[src/rtl/kbd_port_pkg.sv]
package kbd_port_pkg;

    localparam int RELOAD_W = 7;
    localparam logic [RELOAD_W-1:0] RELOAD_DEFAULT = 7'd10;

    typedef struct packed {
        logic                blank;
        logic [RELOAD_W-1:0] reload;
    } kbd_cfg_t;

    typedef enum logic [1:0] {
        FQ_HELD,
        FQ_EMPTY,
        FQ_PART,
        FQ_FULL
    } fq_state_e;

endpackage

[src/rtl/kbd_cfg_reg.sv]
module kbd_cfg_reg
    import kbd_port_pkg::*;
(
    input  logic     clk,
    input  logic     rst_n,
    input  logic     wr_en,
    input  kbd_cfg_t wdata,
    output kbd_cfg_t cfg_q
);

    always_ff @(posedge clk or negedge rst_n) begin
        if (!rst_n) begin
            cfg_q.blank  <= 1'b1;
            cfg_q.reload <= RELOAD_DEFAULT;
        end else if (wr_en) begin
            cfg_q <= wdata;
        end
    end

endmodule

[src/rtl/kbd_evt_store.sv]
module kbd_evt_store #(
    parameter int DEPTH = 256,
    parameter int DW    = 8,
    localparam int AW   = $clog2(DEPTH)
) (
    input  logic          clk,
    input  logic          we,
    input  logic [AW-1:0] waddr,
    input  logic [DW-1:0] wdata,
    input  logic [AW-1:0] raddr,
    output logic [DW-1:0] rdata
);

    logic [DW-1:0] mem [DEPTH];

    always_ff @(posedge clk) begin
        if (we) begin
            mem[waddr] <= wdata;
        end
    end

    assign rdata = mem[raddr];

endmodule

[src/rtl/kbd_fifo_ctrl.sv]
module kbd_fifo_ctrl
    import kbd_port_pkg::*;
#(
    parameter int DEPTH = 256,
    localparam int AW   = $clog2(DEPTH),
    localparam int CW   = $clog2(DEPTH + 1)
) (
    input  logic          clk,
    input  logic          rst_n,
    input  logic          hold,
    input  logic          push_req,
    input  logic          pop_req,
    output logic          do_push,
    output logic          do_pop,
    output logic [AW-1:0] wr_ptr,
    output logic [AW-1:0] rd_ptr,
    output logic          nonempty
);

    fq_state_e     state_q, state_d;
    logic [CW-1:0] count_q, count_d;
    logic [AW-1:0] wr_ptr_q, rd_ptr_q;
    logic          is_empty, is_full;

    // Output decode of the occupancy state
    always_comb begin
        unique case (state_q)
            FQ_HELD:  begin is_empty = 1'b1; is_full = 1'b0; end
            FQ_EMPTY: begin is_empty = 1'b1; is_full = 1'b0; end
            FQ_PART:  begin is_empty = 1'b0; is_full = 1'b0; end
            FQ_FULL:  begin is_empty = 1'b0; is_full = 1'b1; end
        endcase
    end

    assign do_pop   = pop_req  && !hold && !is_empty;
    assign do_push  = push_req && !hold && (!is_full || do_pop);
    assign nonempty = !is_empty && !hold;
    assign count_d  = count_q + CW'(do_push) - CW'(do_pop);

    // Transition selection
    always_comb begin
        if (hold) begin
            state_d = FQ_HELD;
        end else if (count_d == '0) begin
            state_d = FQ_EMPTY;
        end else if (count_d == CW'(DEPTH)) begin
            state_d = FQ_FULL;
        end else begin
            state_d = FQ_PART;
        end
    end

    function automatic logic [AW-1:0] ptr_next(input logic [AW-1:0] p);
        return (p == AW'(DEPTH - 1)) ? '0 : p + 1'b1;
    endfunction

    // State register
    always_ff @(posedge clk or negedge rst_n) begin
        if (!rst_n) begin
            state_q  <= FQ_HELD;
            count_q  <= '0;
            wr_ptr_q <= '0;
            rd_ptr_q <= '0;
        end else begin
            state_q <= state_d;
            if (hold) begin
                count_q  <= '0;
                wr_ptr_q <= '0;
                rd_ptr_q <= '0;
            end else begin
                count_q <= count_d;
                if (do_push) wr_ptr_q <= ptr_next(wr_ptr_q);
                if (do_pop)  rd_ptr_q <= ptr_next(rd_ptr_q);
            end
        end
    end

    assign wr_ptr = wr_ptr_q;
    assign rd_ptr = rd_ptr_q;

endmodule

[src/rtl/kbd_port_if.sv]
module kbd_port_if
    import kbd_port_pkg::*;
#(
    parameter int DEPTH = 256,
    localparam int AW   = $clog2(DEPTH)
) (
    input  logic       clk,
    input  logic       rst_n,
    input  logic       bus_wr,
    input  logic       bus_rd,
    input  logic [7:0] bus_wdata,
    input  logic       evt_push,
    input  logic [7:0] evt_data,
    output logic [7:0] bus_rdata,
    output logic       irq_n,
    output logic [6:0] cfg_reload,
    output logic       scan_blank
);

    kbd_cfg_t      cfg_q;
    logic          do_push, do_pop, nonempty;
    logic [AW-1:0] wr_ptr, rd_ptr;
    logic [7:0]    head_byte;
    logic [7:0]    rdata_q;

    kbd_cfg_reg i_cfg (
        .clk   (clk),
        .rst_n (rst_n),
        .wr_en (bus_wr),
        .wdata (kbd_cfg_t'(bus_wdata)),
        .cfg_q (cfg_q)
    );

    kbd_fifo_ctrl #(.DEPTH(DEPTH)) i_ctrl (
        .clk      (clk),
        .rst_n    (rst_n),
        .hold     (cfg_q.blank),
        .push_req (evt_push),
        .pop_req  (bus_rd),
        .do_push  (do_push),
        .do_pop   (do_pop),
        .wr_ptr   (wr_ptr),
        .rd_ptr   (rd_ptr),
        .nonempty (nonempty)
    );

    kbd_evt_store #(.DEPTH(DEPTH), .DW(8)) i_store (
        .clk   (clk),
        .we    (do_push),
        .waddr (wr_ptr),
        .wdata (evt_data),
        .raddr (rd_ptr),
        .rdata (head_byte)
    );

    always_ff @(posedge clk or negedge rst_n) begin
        if (!rst_n) begin
            rdata_q <= '0;
        end else if (bus_rd) begin
            rdata_q <= do_pop ? head_byte : 8'h00;
        end
    end

    assign bus_rdata  = rdata_q;
    assign irq_n      = !nonempty;
    assign cfg_reload = cfg_q.reload;
    assign scan_blank = cfg_q.blank;

endmodule

[config.mk]
export PLATFORM = sky130hd
export DESIGN_NAME = kbd_port_if
export DESIGN_NICKNAME = d
export VERILOG_FILES = /design/src/rtl/kbd_port_pkg.sv /design/src/rtl/kbd_cfg_reg.sv /design/src/rtl/kbd_evt_store.sv /design/src/rtl/kbd_fifo_ctrl.sv /design/src/rtl/kbd_port_if.sv
export SDC_FILE = /design/constraint.sdc
export NUM_CORES = 2
export LEC_CHECK = 0
export ABC_AREA = 1
export BUFFER_PORTS_ARGS = -buffer_cell sky130_fd_sc_hd__clkbuf_2
export CAP_MARGIN = 0
export CELL_PAD_IN_SITES_DETAIL_PLACEMENT = 0
export CELL_PAD_IN_SITES_GLOBAL_PLACEMENT = 1
export CORE_AREA = 4 4 508 510
export CTS_CLUSTER_SIZE = 12
export DETAILED_ROUTE_END_ITERATION = 8
export DIE_AREA = 0 0 512 514
export GPL_ROUTABILITY_DRIVEN = 0
export PLACE_DENSITY = 0.69
export SYNTH_ARGS = -nofsm -noshare
export SYNTH_HDL_FRONTEND = slang
export SYNTH_SLANG_ARGS = --single-unit
[constraint.sdc]
create_clock -name clk -period 3.9 [get_ports clk]
set_input_delay 0.78 -clock clk [delete_from_list [all_inputs] [get_ports clk]]
set_output_delay 0.78 -clock clk [all_outputs]
set_load 0.02 [all_outputs]
# --- Yosys cells after proc, flatten, opt, wreduce, memory -nomap -nowiden ---
# Memories as Yosys holds them, arrays and structs flattened.
# Index checks and enable logic that the tools add are counted.
word_totals:
  regBits: 43
  mem_bits_rw: 2048
  input_bits: 21
  output_inout_bits: 17
  elab_cells: 50
  mem_count: 1
classes:
  addsub: 4
  eq_ne: 6
  mux: 15
  n_reduce_logical: 17
memory_table:
  columns: ["name", "words", "width", "rd", "rd_clocked_by_memory_dff", "wr", "line", "source"]
  rows:
  - ["i_store.mem", 256, 8, 1, 0, 1, "kbd_evt_store.sv:14", "logic [DW-1:0] mem [DEPTH];"]
op_table:
  columns: ["op", "count"]
  rows:
  - ["$mux 8", 7]
  - ["$add 8x1->8 const B", 2]
  - ["$eq 8x8->1 const B", 2]
  - ["$add 9x1->9", 1]
  - ["$eq 9x9->1 const B", 1]
  - ["$logic_not 9->1", 1]
  - ["$mux 9", 1]
  - ["$sub 9x1->9", 1]
  - ["$logic_and 1x1->1", 5]
  - ["$eq 2x2->1 const B", 2]
  - ["$logic_not 1->1", 4]
  - ["$mux 2", 2]
  - ["$pmux 1 s2", 2]
  - ["$reduce_bool 2->1", 2]
  - ["$reduce_or 2->1", 2]
  - ["$mux 1", 3]
  - ["$reduce_or 3->1", 1]
  - ["$eq 2x1->1 const B", 1]
  - ["$logic_not 2->1", 1]
  - ["$logic_or 1x1->1", 1]

# --- Depth between registers and ports, before layout ---
depth:
  ltp_word: 13
  ltp_mapped: 21
  ltp_nobuf: 21

# --- By module ---
# Synthesis repeated with hierarchy kept, for this count alone.
hier_totals:
  hier_cells: 7286
  hier_area_um2: 85567.1
by_module_without_submodules:
  columns: ["mod", "instances", "cells_each", "area_each_um2", "seq_area_each_um2"]
  rows:
  - ["kbd_evt_store", 1, 6995, 83236.1, 61499.0]
  - ["kbd_fifo_ctrl", 1, 221, 1697.9, 675.6]
  - ["kbd_port_if", 1, 36, 324.1, 200.2]
  - ["kbd_cfg_reg", 1, 34, 309.0, 203.9]

# --- Worst setup path after synthesis ---
# Ideal clock, no wire load.
synth_path:
  path_kind: "input to register"
  start: "input bus_rd"
  end: "register i_ctrl.state_q[1]"
  setup_ns: 0.132
  t_arrival_ns: 3.171
  t_required_ns: 3.768
  setup_slack_ns: 0.597
  path_stages: 20
  n_path_buf: 0
  cell_sequence: "clkinv_1 nor2_1 inv_1 nand3_1 nand3_1 ha_1 inv_1 ha_1 fa_1 nand3_1 nand2_1 nand2_1 nand2_1 nand2_1 nand2_1 or2_2 nand2_1 nand3_1 nand2_1 o21ai_0"
synth_between:
  elab_chain_cells: 9
synth_lines:
  columns: ["element", "line", "source"]
  rows:
  - ["start, declared", "kbd_port_if.sv:10", "input logic bus_rd,"]
  - ["$logic_and 1x1->1 (*) (2 in series)", "kbd_fifo_ctrl.sv:35", "assign do_pop = pop_req && !hold && !is_empty;"]
  - ["$logic_or 1x1->1", "kbd_fifo_ctrl.sv:36", "assign do_push = push_req && !hold && (!is_full || do_pop);"]
  - ["$logic_and 1x1->1", "kbd_fifo_ctrl.sv:36", null]
  - ["$add 9x1->9", "kbd_fifo_ctrl.sv:38", "assign count_d = count_q + CW'(do_push) - CW'(do_pop);"]
  - ["$sub 9x1->9 (*)", "kbd_fifo_ctrl.sv:38", null]
  - ["$logic_not 9->1 (*)", "kbd_fifo_ctrl.sv:44", "end else if (count_d == '0) begin"]
  - ["$mux 2 (*)", "kbd_fifo_ctrl.sv:44", null]
  - ["$mux 2 (*)", "kbd_fifo_ctrl.sv:42", "if (hold) begin"]
  - ["net i_ctrl.state_d[1]", "kbd_fifo_ctrl.sv:20", "fq_state_e state_q, state_d;"]
  - ["end signal, assigned", "kbd_fifo_ctrl.sv:65", "state_q <= state_d;"]
  - ["end, declared", "kbd_fifo_ctrl.sv:20", null]
# Mark *: on every way through the listed nets, which the timed path passes. The rest lies on a longest branch.
# A chain may end at the register's enable or synchronous reset.

# --- Worst setup path after layout ---
layout_path:
  start: "register i_ctrl.rd_ptr_q[0], in the netlist i_ctrl.rd_ptr[0]"
  end: "register rdata_q[6], in the netlist bus_rdata[6]"
layout_between:
  elab_chain_cells: 2
layout_lines:
  columns: ["element", "line", "source"]
  rows:
  - ["start, declared", "kbd_fifo_ctrl.sv:22", "logic [AW-1:0] wr_ptr_q, rd_ptr_q;"]
  - ["start signal, assigned", "kbd_fifo_ctrl.sv:73", "if (do_pop) rd_ptr_q <= ptr_next(rd_ptr_q);"]
  - ["$mem_v2 256x8", null, null]
  - ["$mux 8", "kbd_port_if.sv:60", "rdata_q <= do_pop ? head_byte : 8'h00;"]
  - ["end signal, assigned", "kbd_port_if.sv:60", null]
  - ["end, declared", "kbd_port_if.sv:24", "logic [7:0] rdata_q;"]
# Every way passes these cells.

==> run_results.csv <==
group,metric,value,unit
run_status,run_status,"complete, no violations",
clocking,cts.reportedPaths.clkPinSlew,60,ps
die,core_area,0.2535,sq mm
routing,antenna_left,0,
sta,max-slew-margin-rel,31.74,%
clocking,clk_path_buf_depth,3,
setup_path,r2r_slack,450,ps
sta,fin_hold_ws,79.55,ps
synthesis,synthSimpleGateAreaFrac,20.14,%
clocking,post_cts_buffers,0,
setup_path,cp_max_fo,43,
synthesis,synth_compound_gate_area_share,3.043,%
sta,tightest_slew,1021,ps
pwr,vdd_ir_drop_max,0.4798,mV
routing,post_drt_wl_per_cell,20.68,um
hold_path,min_path_type,"in2async",
die,die_h,514,um
routing,postRouteWirelength,245100,um
clocking,insertion_delay,860,ps
die,die_x,512,um
die,io_pins,38,
routing,firstDrtPassIters,6,
place,place_hpwl,145200,um
place,numPortBuffers,37,
die,die-area,0.2632,sq mm
routing,route.detailed.drc,0,
pwr,p_leak,38.30,nW
synthesis,ys.flop_type,"edfxtp_1",
synthesis,yosys.area.top_type,"edfxtp_1",
synthesis,synth_xor_area_share,0.06942,%
sta,clock.fmax,289.5,MHz
sta,skew,67.43,ps
clocking,cts_tree,"done",
synthesis,ys_ff_latch,2091,
finish,drive_gt1_share,9.114,%
clocking,cts_buffers,212,
pwr,power-per-cell-area,576.8,mW/mm^2
sta,hold_viol,0,
routing,vias,58398,
setup_path,rr_worst_depth,18,
setup_path,criticalPathCategory,"reg2reg",
synthesis,netlist_instances,8157,
setup_path,required,4630,ps
sta,rsz0062_at_grt,"false",
synthesis,synthAdderAreaFrac,0.2210,%
routing,viasPerCell,4.929,
synthesis,synth_mux_area_share,0.08925,%
synthesis,ys_seq_area_share,70.86,%
global_route,grt_usage,18.25,%
synthesis,yosys_warnings,0,
synthesis,async_flop_share,2.056,%
synthesis,synth_area,0.08832,sq mm
synthesis,yosysUniqueCellTypes,32,
global_route,overflow,0,
sta,drv_slew,0,
global_route,grt_pass1_wl,366300,um
synthesis,synth_top_family_by_area,"simple AND/OR/NAND/NOR gates",
clocking,ctsHoldBuffers,0,
sta,setup_tns,0,ps
synthesis,post_synth.cell_area_avg,10.83,sq um
synthesis,synth_top_area_share,69.63,%
run,drv_cap,0,
synthesis,netlist_top_cells_count,"2163 x nand2_1, 2048 x edfxtp_1, 1083 x nand3_1",
sta,period_share,88.57,%
global_route,grt_pass1_vias,56727,
sta,layout_min_cycle_time,3454,ps
finish,syn_to_final_growth,14.34,%
synthesis,synth_most_common_cell,"nand2_1",
synthesis,yosys-top-cells-area,"edfxtp_1 70%, nand2_1 9.2%, nand3_1 6.1%, nor2_1 3.7%, inv_1 3.2%",
clocking,postCtsResizedCells,0,
finish,nFillCells,24243,
routing,drtIter0Drc,5693,
sta,setup_violations,0,
global_route,grt_max_degree,168,
setup_path,worstPathArrival,4190,ps
setup_path,setup.worst_path.start_class,"flop",
die,row_count,185,
global_route,antenna_found_initial,7,
finish,fin_nets,8364,
clocking,clock-sinks,2091,
clocking,root_buffer,"clkbuf_16",
setup_path,end_kind,"flop",
synthesis,syn_nets,8193,
die,start_util,34.84,%
clocking,h-tree-depth,4,
synthesis,synth_edf_count,2048,
## cell type report
class                           instances  area [sq um]  area share, %
Antenna cell                            2         5.005       0.004956
Clock buffer                          288          5673          5.618
Clock inverter                         79         742.0         0.7348
Inverter                              765          2897          2.868
Multi-Input combinational cell       4824         20850          20.65
Sequential cell                      2091         62590          61.99
Tap cell                             3366          4212          4.171
Timing Repair Buffer                  434          4009          3.970
## power breakdown
group | switching, mW | leakage (nW) | internal, mW
sequential | 0.145 | 18.9 | 24.8
clock | 8.42 | 3.10 | 10.7
combinational | 10.0 | 16.2 | 4.17
total | 18.6 | 38.3 | 39.7
## metrics by stage
step | setup slack, ps | instances | util, % | cell area, sq um | power (mW)
floorplan | 597.1 | 8157 | - | 88320 | 34.39
global placement | 187.5 | 11480 | 37.31 | 94560 | 39.60
detailed placement | 423.6 | 11480 | 37.31 | 94560 | 39.66
CTS | 481.0 | 11847 | 39.84 | 101000 | 58.81
global route | 265.1 | 11847 | 39.84 | 101000 | 61.09
finish | 445.9 | 11849 | 39.84 | 101000 | 58.25
## cell usage in the layout, fill, tap and decap left out, drive strengths merged, types with 14 or more instances in the layout
cell / n
clkbuf: 317
buf: 405
dfrtp: 40
clkinv: 72
or2: 49
inv: 760
nand2: 2164
nor3: 111
nor2: 882
a21oi: 72
nand3: 1083
o211ai: 79
edfxtp: 2048
ha: 14
o21ai: 337
## worst max-delay path, stage by stage (launching register included)
cell and delay, ps:
dfrtp_4 650, inv_8 340, buf_12 290, buf_4 330, nand2_1 90, nand3_1 80, nand3_1 140, nand3_1 170
nand2_1 140, nand2_1 90, nand2_1 110, inv_1 60, nand2_1 50, nand2_1 60, nand2_1 50, inv_1 200
nand2_1 200, nand2_1 120, nand2_1 50
## path summary, 6_finish.rpt
path	start	end
max	i_ctrl.rd_ptr[0]	bus_rdata[6]
min	rst_n	i_ctrl.rd_ptr[7]
max reg2reg	i_ctrl.rd_ptr[0]	bus_rdata[6]
min reg2reg	bus_rdata[0]	bus_rdata[0]
max in group asynchronous	rst_n	i_cfg.cfg_q[3]
min in group clk	bus_wdata[2]	i_cfg.cfg_q[2]
## flip-flops by register name (all words and copies together) (netlist names)
signal and flops:
bus_rdata 8, i_cfg.cfg_q 8, i_ctrl.count_q 9, i_ctrl.rd_ptr 8, i_ctrl.state_q 2, i_ctrl.wr_ptr 8
i_store.mem 2048
## routing by layer
| metal | wire [um] | share of wire (%) | vias to the layer above | track usage [%] |
|---|---|---|---|---|
| met3 | 13530 | 5.5 | 380 | 2.480 |
| li1 | - | - | 27752 | - |
| met1 | 107300 | 44 | 28582 | 24.82 |
| met2 | 116400 | 48 | 1684 | 30.26 |
| met4 | 7868 | 3.2 | 0 | 5.937 |
| met5 | 0 | 0 | - | 0 |
## cell families after synthesis
kind of cell | Yosys count
mux | 7
fa+ha+maj | 15
xor+xnor | 7
flops | 2091
compound gates | 495
simple gates | 4300
buf+inv | 1242
No activity file was read; power rests on OpenSTA's default activity.
